File: config.mk
export PLATFORM = sky130hd
export DESIGN_NAME = updn_counter
export DESIGN_NICKNAME = d
export VERILOG_FILES = /design/src/rtl/updn_counter_pkg.sv /design/src/rtl/ctr_mode_sel.sv /design/src/rtl/ctr_step.sv /design/src/rtl/ctr_tc_decode.sv /design/src/rtl/updn_counter.sv
export SDC_FILE = /design/constraint.sdc
export NUM_CORES = 1
export LEC_CHECK = 0
export BUFFER_PORTS_ARGS = -buffer_cell sky130_fd_sc_hd__buf_2
export CAP_MARGIN = 10
export CELL_PAD_IN_SITES_DETAIL_PLACEMENT = 0
export CELL_PAD_IN_SITES_GLOBAL_PLACEMENT = 2
export CORE_AREA = 2 2 39 41
export CTS_CLUSTER_SIZE = 28
export DETAILED_ROUTE_END_ITERATION = 10
export DIE_AREA = 0 0 41 43
export PLACE_DENSITY_LB_ADDON = 0.15
export SETUP_SLACK_MARGIN = 0.2
export SLEW_MARGIN = 25
export SYNTH_ARGS = -nofsm -noshare
export SYNTH_HDL_FRONTEND = slang
export SYNTH_SLANG_ARGS = --single-unit
export TNS_END_PERCENT = 30
File: constraint.sdc
create_clock -name clk -period 1.8 [get_ports clk]
set_input_delay 0.18 -clock clk [delete_from_list [all_inputs] [get_ports clk]]
set_output_delay 0.18 -clock clk [all_outputs]
set_load 0.005 [all_outputs]
File: src/rtl/updn_counter_pkg.sv
package updn_counter_pkg;

   // Operation selected for the coming clock edge, in priority order
   typedef enum logic [1:0] {
      OP_CLEAR = 2'd0,
      OP_LOAD  = 2'd1,
      OP_STEP  = 2'd2,
      OP_HOLD  = 2'd3
   } ctr_op_e;

   // Next-state implementation variants
   localparam int STEP_ARITH  = 0;
   localparam int STEP_TOGGLE = 1;

endpackage

File: src/rtl/ctr_mode_sel.sv
module ctr_mode_sel
   import updn_counter_pkg::*;
(
   input  logic    rst,
   input  logic    load_n,
   input  logic    en_p_n,
   input  logic    en_c_n,
   output ctr_op_e op
);

   always_comb begin
      if (rst)
         op = OP_CLEAR;
      else if (!load_n)
         op = OP_LOAD;
      else if (!en_p_n && !en_c_n)
         op = OP_STEP;
      else
         op = OP_HOLD;
   end

endmodule

File: src/rtl/ctr_step.sv
module ctr_step
   import updn_counter_pkg::*;
#(
   parameter int WIDTH     = 4,
   parameter int STEP_IMPL = STEP_TOGGLE
) (
   input  logic [WIDTH-1:0] cur,
   input  logic             up,
   output logic [WIDTH-1:0] nxt
);

   generate
      if (STEP_IMPL == STEP_ARITH) begin : g_arith
         always_comb begin
            if (up)
               nxt = cur + WIDTH'(1);
            else
               nxt = cur - WIDTH'(1);
         end
      end else begin : g_toggle
         // bit i flips when every lower bit is at the extreme for the direction
         logic [WIDTH-1:0] tog;
         assign tog[0] = 1'b1;
         for (genvar i = 1; i < WIDTH; i++) begin : g_chain
            assign tog[i] = tog[i-1] & (up ? cur[i-1] : ~cur[i-1]);
         end
         assign nxt = cur ^ tog;
      end
   endgenerate

endmodule

File: src/rtl/ctr_tc_decode.sv
module ctr_tc_decode #(
   parameter int WIDTH = 4
) (
   input  logic [WIDTH-1:0] cur,
   input  logic             up,
   input  logic             en_c_n,
   output logic             tc_n
);

   logic at_top;
   logic at_bottom;

   assign at_top    = &cur;
   assign at_bottom = ~|cur;
   assign tc_n      = ~(~en_c_n & (up ? at_top : at_bottom));

endmodule

File: src/rtl/updn_counter.sv
module updn_counter
   import updn_counter_pkg::*;
#(
   parameter int WIDTH     = 4,
   parameter int STEP_IMPL = STEP_TOGGLE
) (
   input  logic             clk,
   input  logic             rst,
   input  logic             load_n,
   input  logic             up,
   input  logic             en_p_n,
   input  logic             en_c_n,
   input  logic [WIDTH-1:0] din,
   output logic [WIDTH-1:0] cnt,
   output logic             tc_n
);

   generate
      if (WIDTH < 1) begin : g_bad_width
         $error("updn_counter: WIDTH must be at least 1");
      end
      if (STEP_IMPL != STEP_ARITH && STEP_IMPL != STEP_TOGGLE) begin : g_bad_impl
         $error("updn_counter: unknown STEP_IMPL");
      end
   endgenerate

   ctr_op_e          op;
   logic [WIDTH-1:0] stepped;
   logic [WIDTH-1:0] q;

   ctr_mode_sel u_mode (
      .rst    (rst),
      .load_n (load_n),
      .en_p_n (en_p_n),
      .en_c_n (en_c_n),
      .op     (op)
   );

   ctr_step #(
      .WIDTH     (WIDTH),
      .STEP_IMPL (STEP_IMPL)
   ) u_step (
      .cur (q),
      .up  (up),
      .nxt (stepped)
   );

   ctr_tc_decode #(
      .WIDTH (WIDTH)
   ) u_tc (
      .cur    (q),
      .up     (up),
      .en_c_n (en_c_n),
      .tc_n   (tc_n)
   );

   always_ff @(posedge clk) begin
      unique case (op)
         OP_CLEAR: q <= '0;
         OP_LOAD:  q <= din;
         OP_STEP:  q <= stepped;
         default:  q <= q;
      endcase
   end

   assign cnt = q;

endmodule

==> results of run 1 <==
placed cells by master (no fill, tap or decap), drive strengths merged:
| cell type | count |
|---|---|
| buf | 21 |
| edfxtp | 4 |
| o21ai | 3 |
| clkbuf | 3 |
| nand2 | 2 |
| nand4 | 2 |
| nor2 | 1 |
| nor4b | 1 |
| xor2 | 1 |
| xnor2 | 1 |
| a22o | 1 |
| or4 | 1 |
| or4b | 1 |
| a211o | 1 |
| nand3 | 1 |
| nor2b | 1 |
| and3 | 1 |
| nor3 | 1 |
| or3 | 1 |
| a32o | 1 |
| mux2i | 1 |
| nand2b | 1 |
layer usage:
metal / share of wire / vias up / track usage / wire length [um]
met2: 0.49 / 12 / 0.1625 / 391
li1: - / 161 / - / -
met3: 0.081 / 0 / 0.06283 / 65
met1: 0.43 / 156 / 0.1270 / 345
met5: 0 / - / 0 / 0
met4: 0 / 0 / 0.02000 / 0
tightest hold or removal path, delay by kind of cell:
kind / cells / cell delay (ns)
simple gates: 2 / 0.10
buf+inv: 1 / 0.07
power by group:
group | internal [mW] | leakage [nW] | switching (mW) | total, mW
registers | 0.113 | 0.0447 | 0.00661 | 0.119
clock network | 0.0747 | 0.0138 | 0.0376 | 0.112
logic | 0.0432 | 0.143 | 0.0327 | 0.0759
stage by stage:
stage          std cells  hold WS (ns)  instance area [um2]
2_1_floorplan         27        0.3654                279.0
3_3_place_gp          59        0.4570                384.1
3_5_place_dp          59        0.4654                384.1
4_1_cts               66        0.2292                436.7
5_1_grt               67        0.2287                444.2
6_report              67        0.2248                444.2
Yosys cell counts, drive strengths merged (2+ instances only):
library cell,instances
edfxtp,4
nand2,2
nand4,2
o21ai,3
final cells by class:
| cell class | count | area [um2] |
|---|---|---|
| clock buffer | 3 | 22.52 |
| fill | 160 | 939.7 |
| multi-input combinational | 23 | 158.9 |
| sequential | 4 | 120.1 |
| tap | 16 | 20.02 |
| timing repair buffer | 21 | 122.6 |
repair_timing:
item / in CTS / in global routing
buffers inserted: 4 / 1
pin swaps: 1 / 1
endpoints found under the hold margin: 0 / 0
setup endpoints to repair: 1 / 1
hold buffers: 0 / 0
worst max path at each step:
stage	start	to	slack (ns)	cells past startpoint
after floorplan	cnt[0]	cnt[2]	0.31	3
after global placement	cnt[0]	cnt[2]	0.26	3
final	cnt[1]	tc_n	0.15	4
after CTS	cnt[2]	tc_n	0.13	4
after detailed placement	cnt[0]	cnt[2]	0.26	3
after global routing	cnt[1]	tc_n	0.1	4
kinds of logic (layout without fill, tap and decap cells):
logic type	count (synthesis)	after routing
buf+inv	0	24
simple gates	14	14
mux	1	1
compound gates	6	6
xor+xnor	2	2
flops	4	4
==> reports/metrics.cfg, run 1 <==
[sta]
clock_skew_ns = 0.0008229
slew_headroom = 0.7699
rsz0062_at_grt = yes
final-hold-violation-count = 0
tightest_slew_ns = 0.3438
tns_ns = 0
slew_viol_final = 0
setup_violations = 0
fin_crit_ns = 1.650
fin_ws_ns = 0.1496
post-route-period-util = 0.9169
fmax_mhz = 605.9

[yosys]
ys.flop_type = edfxtp_1
synth_top_family_by_area = simple AND/OR/NAND/NOR gates
synth_mux_area_frac = 0.03587
yosysWarnings = 0
synth-simple-area-share = 0.3184
synth_compound_area_frac = 0.1525
synth_top_cell_by_area = edfxtp_1
synth.ff_latch_count = 4
synthAdderAreaFrac = 0
avgSynthCellArea_um2 = 10.33
syn_inst = 27
synth_seq_area_share = 0.4305
ys_async_sr_fraction = 0
synth_edf_count = 4
ys_top_cells_by_area = edfxtp_1 (43%), o21ai_0 (5.4%), nand4_1 (4.5%), or4_4 (4.0%), a32o_1 (3.6%)
synth_area_um2 = 279.0
synth_xor_area_frac = 0.06278
synth_top_area_share = 0.4305
ys_types = 20
synthesis.nets = 37

[detailed_routing]
wl_um = 802
drtPass1Iterations = 5
drt_iter0_drc = 9
vias = 329
drc = 0
wl_per_cell_um = 11.97
ant_nets = 0
viasPerCell = 4.910

[critical_path]
worstSetupStartpointType = flop
crit_path_end_kind = output pin
critPathSlowestCell = or4_4
crit_required_ns = 1.62
r2r_end = cnt[2]
worstReg2RegStart = cnt[1]
worst-path-buf-inv = 1
cp_max_fo = 2
critical_path_class = reg2out
worstPathCellList = or4_4 > mux2i_1 > nand2b_1 > buf_2
cp_slowest_stage_delay_ns = 0.53
cp_top_family = simple AND/OR/NAND/NOR gates
r2r_cells = 4
r2r_setup_slack_ns = 0.23
crit_arrival_ns = 1.47

[cts]
cts_resized = 0
clockBufferDepth = 2
numCtsBuffers = 3
path_clk_slew_ns = 0.04
clkLatencyLatePin_ns = 0.23
root_buffer = clkbuf_4
htree_levels = 1
cts_tree = done
cts_sinks = 4

[power_and_ir_drop]
cellPowerDensity_mw_per_mm2 = 692.2
p_leak_nw = 0.2020
power_uw = 307.5
ir_drop_v = 0.0003321

[die]
start_util = 0.2016
die_area_mm2 = 0.001763
fp.dieW_um = 41
row_count = 14
die_y_um = 43
ios = 15
core-area_mm2 = 0.001384

[finish]
nets = 63
diodes = 0
area_delta_synth_final_pct = 59.19
largest_reg_flops = 4
utilization = 0.3210
drive_above_1_share = 0.4902

[hold_path]
min_from = din[3]
hp-class = in2reg
whs_path_depth = 3
min_to = cnt[3]

[global_route]
antenna_found_initial = 0
grt_max_degree = 6
grt_pass1_wl_um = 1248
grt_pass1_vias = 288
grt.total_usage = 0.1069
grt_overflow = 0

[run]
max_cap_violations = 0

[placement]
port_buffers = 14
dp_slack_ns = 0.2555
globalplace.congestion = 0.7228
hpwl_um = 559.1

[outcome]
status = finished clean

(Power assumes the default switching activity.)
==> run 2, diff against run 1 <==
--- a/config.mk
+++ b/config.mk
@@ -9,14 +9,14 @@
 export CAP_MARGIN = 10
 export CELL_PAD_IN_SITES_DETAIL_PLACEMENT = 0
 export CELL_PAD_IN_SITES_GLOBAL_PLACEMENT = 2
-export CORE_AREA = 2 2 39 41
+export CORE_UTILIZATION = 24
 export CTS_CLUSTER_SIZE = 28
 export DETAILED_ROUTE_END_ITERATION = 10
-export DIE_AREA = 0 0 41 43
 export PLACE_DENSITY_LB_ADDON = 0.15
 export SETUP_SLACK_MARGIN = 0.2
 export SLEW_MARGIN = 25
 export SYNTH_ARGS = -nofsm -noshare
 export SYNTH_HDL_FRONTEND = slang
+export SYNTH_HIERARCHICAL = 1
 export SYNTH_SLANG_ARGS = --single-unit
 export TNS_END_PERCENT = 30
==> run 2 against run 1 <==
Flip-flop and latch count stayed put. Cell area rose by 2.5%. Sequential power up 9%. Worst hold slack improved by 0.048 ns. Clock power barely moved. Combinational power grew 9.2%. Setup slack gained 0.15 ns. Highest routed layer is now met4.
==> reports/metrics.cfg, run 2 <==
[outcome]
status = finished clean

[yosys]
synth-simple-area-share = 0.2400  ; -0.07839
synth.ff_latch_count = 4  ; unchanged
syn_inst = 36  ; +33%
avgSynthCellArea_um2 = 9.558  ; -7.5%
synthesis.nets = 49  ; +32%
synth_top_area_share = 0.3491  ; -0.08140
ys_top_cells_by_area = edfxtp_1 (35%), a22oi_1 (11%), ha_1 (11%), xnor2_1 (7.6%), nor4_2 (7.3%)
synth_top_family_by_area = simple AND/OR/NAND/NOR gates
synth_top_cell_by_area = edfxtp_1
synth_seq_area_share = 0.3491  ; -0.08140
synth_mux_area_frac = 0  ; -0.03587
synth_xor_area_frac = 0.1018  ; +0.03904
synth_area_um2 = 344.1  ; +23%
ys.flop_type = edfxtp_1
ys_types = 14  ; -30%
yosysWarnings = 6  ; +6
yosys-top-cells-count = nor2_1 (6), a22oi_1 (5), edfxtp_1 (4), inv_1 (4)
synth_compound_area_frac = 0.1564  ; +0.003897
synth_edf_count = 4  ; unchanged
yosysMostFrequentCell = nor2_1
synthAdderAreaFrac = 0.1091  ; +0.1091
ys_async_sr_fraction = 0  ; unchanged

[hold_path]
hp-class = in2reg

[critical_path]
cp_max_fo = 8  ; +6
crit_path_end_kind = flop
critPathSlowestCell = edfxtp_1
worstSetupStartpointType = flop
worstPathCellList = nor4_2 > a31oi_1 > xnor2_1 > a22oi_1 > nor2_1
endpoint = cnt[3]
crit_arrival_ns = 1.48  ; about the same
crit_start = cnt[0]
r2r_setup_slack_ns = 0.30  ; +0.07 ns
critical_path_class = reg2reg
r2r_cells = 5  ; +1
crit_required_ns = 1.78  ; +0.16 ns
r2r_end = cnt[3]
worstReg2RegStart = cnt[0]
cp_slowest_stage_delay_ns = 0.51  ; -0.02 ns

[finish]
utilization = 0.3457  ; +0.02470
drive_above_1_share = 0.3774  ; -0.1128
largest_reg_flops = 4  ; unchanged
diodes = 0  ; unchanged
num-fill-cells = 139  ; -13%
area_delta_synth_final_pct = 32.36
final_cell_mix = buf_2 (14), nor2_1 (6), a22oi_1 (5)
layout_commonest_cell = buf_2
nets = 68  ; +7.9%
multiInputGateArea_um2 = 209.0  ; +31%
final-seq-area_um2 = 120.1  ; unchanged

[global_route]
grt_overflow = 0  ; unchanged
grt.total_usage = 0.1152  ; +0.008304
grt_max_degree = 9  ; +3
grt_pass1_wl_um = 1145  ; -8.3%
grt_pass1_vias = 303  ; +5.2%
antenna_found_initial = 0  ; unchanged

[die]
start_util = 0.2612  ; +0.05953
ios = 15  ; unchanged
fp.dieW_um = 39.87  ; -2.8%
die_y_um = 39.87  ; -7.3%
row_count = 13  ; -1
die_area_mm2 = 0.001589  ; -9.9%
core-area_mm2 = 0.001318  ; -4.8%

[sta]
rsz0062_at_grt = no
post-route-period-util = 0.8318  ; -0.08514
slew_viol_final = 0  ; unchanged
slew_headroom = 0.8067  ; +0.03672
clock_skew_ns = 0.0002778  ; -0.0005451 ns
fin_crit_ns = 1.497  ; -0.1532 ns
fmax_mhz = 667.9  ; +10%
final-hold-violation-count = 0  ; unchanged
setup_violations = 0  ; unchanged
tns_ns = 0  ; unchanged
tightest_slew_ns = 0.2900  ; -0.05381 ns

[detailed_routing]
vias = 324  ; -1.5%
viasPerCell = 4.765  ; -3.0%
drc = 0  ; unchanged
maxUsedRoutingLayer = met4
wl_per_cell_um = 11.00  ; -8.1%
met3_length_um = 51  ; -22%
drt_iter0_drc = 14  ; +5
wl_met2_um = 343  ; -12%
wl_um = 748  ; -6.7%
drtPass1Iterations = 4  ; -1
wl_met1_um = 341  ; -1.2%
ant_nets = 0  ; unchanged

[cts]
path_clk_slew_ns = 0.04  ; about the same
post-cts-setup-buffers = 0  ; -4
cts_hold_buf = 0  ; unchanged
numCtsBuffers = 3  ; unchanged
htree_levels = 1  ; unchanged
cts_tree = done
clkLatencyLatePin_ns = 0.23  ; about the same
clockBufferDepth = 2  ; unchanged
root_buffer = clkbuf_4
cts_resized = 0  ; unchanged
cts_sinks = 4  ; unchanged

[placement]
globalplace.congestion = 0.6409  ; -11%
hpwl_um = 612.9  ; +9.6%
port_buffers = 14  ; unchanged

[power_and_ir_drop]
cellPowerDensity_mw_per_mm2 = 710.5  ; +2.6%
p_leak_nw = 0.2076  ; +2.8%
ir_drop_v = 0.0002680  ; -19%

[run]
max_cap_violations = 0  ; unchanged

-- run 2: worst max-delay path: cells and delay by family, from the launching register on --
kind | cells | cell delay [ns]
DFF | 1 | 0.51
and+or+nand+nor | 2 | 0.33
AOI/OAI and AO/OA | 2 | 0.26
xor gates and xnor gates | 1 | 0.14
-- run 2: final cells by class --
cell class	count	share of cell area
multi-input cells	28	0.4588
flip-flops and latches	4	0.2637
repair buffers	14	0.1538
clock buffers	3	0.04945
well taps	15	0.04121
inverters	4	0.03297
-- run 2: worst min-delay path by stage --
stage	startpoint	to	slack, ns	cells past startpoint
3_5_place_dp	din[3]	cnt[3]	0.51	3
3_3_place_gp	din[2]	cnt[2]	0.50	3
6_report	din[3]	cnt[3]	0.27	3
2_1_floorplan	din[1]	cnt[1]	0.40	2
5_1_grt	din[3]	cnt[3]	0.29	3
4_1_cts	din[3]	cnt[3]	0.26	3
-- run 2: metrics by stage --
stage	hold WS, ns	power (mW)	setup WS, ns	std cells	instance area [um2]
after detailed placement	0.5053	0.2146	0.3100	65	432.9
final	0.2731	0.3236	0.3028	68	455.4
after floorplan	0.4039	0.1820	0.3740	36	344.1
after CTS	0.2644	0.3277	0.3004	68	455.4
after global routing	0.2897	0.3471	0.2110	68	455.4
after global placement	0.4953	0.2145	0.3358	65	432.9
-- run 2: cells by family after synthesis --
family                   Yosys count
AND/OR/NAND/NOR                   13
AO/OA/AOI/OAI                      8
XOR/XNOR                           4
buffers and inverters              4
flip-flops                         4
adder cells (fa/ha/maj)            3
-- run 2: power by group --
group	internal [mW]	switching (mW)	leakage [nW]
logic	0.0448	0.0381	0.148
clock network	0.0745	0.0358	0.0138
registers	0.114	0.0166	0.0463
-- run 2: metal layers --
layer / track usage / vias to the layer above
met5: 0 / -
met1: 0.1203 / 141
met4: 0.05172 / 0
met2: 0.1935 / 17
met3: 0.05114 / 2
li1: - / 164
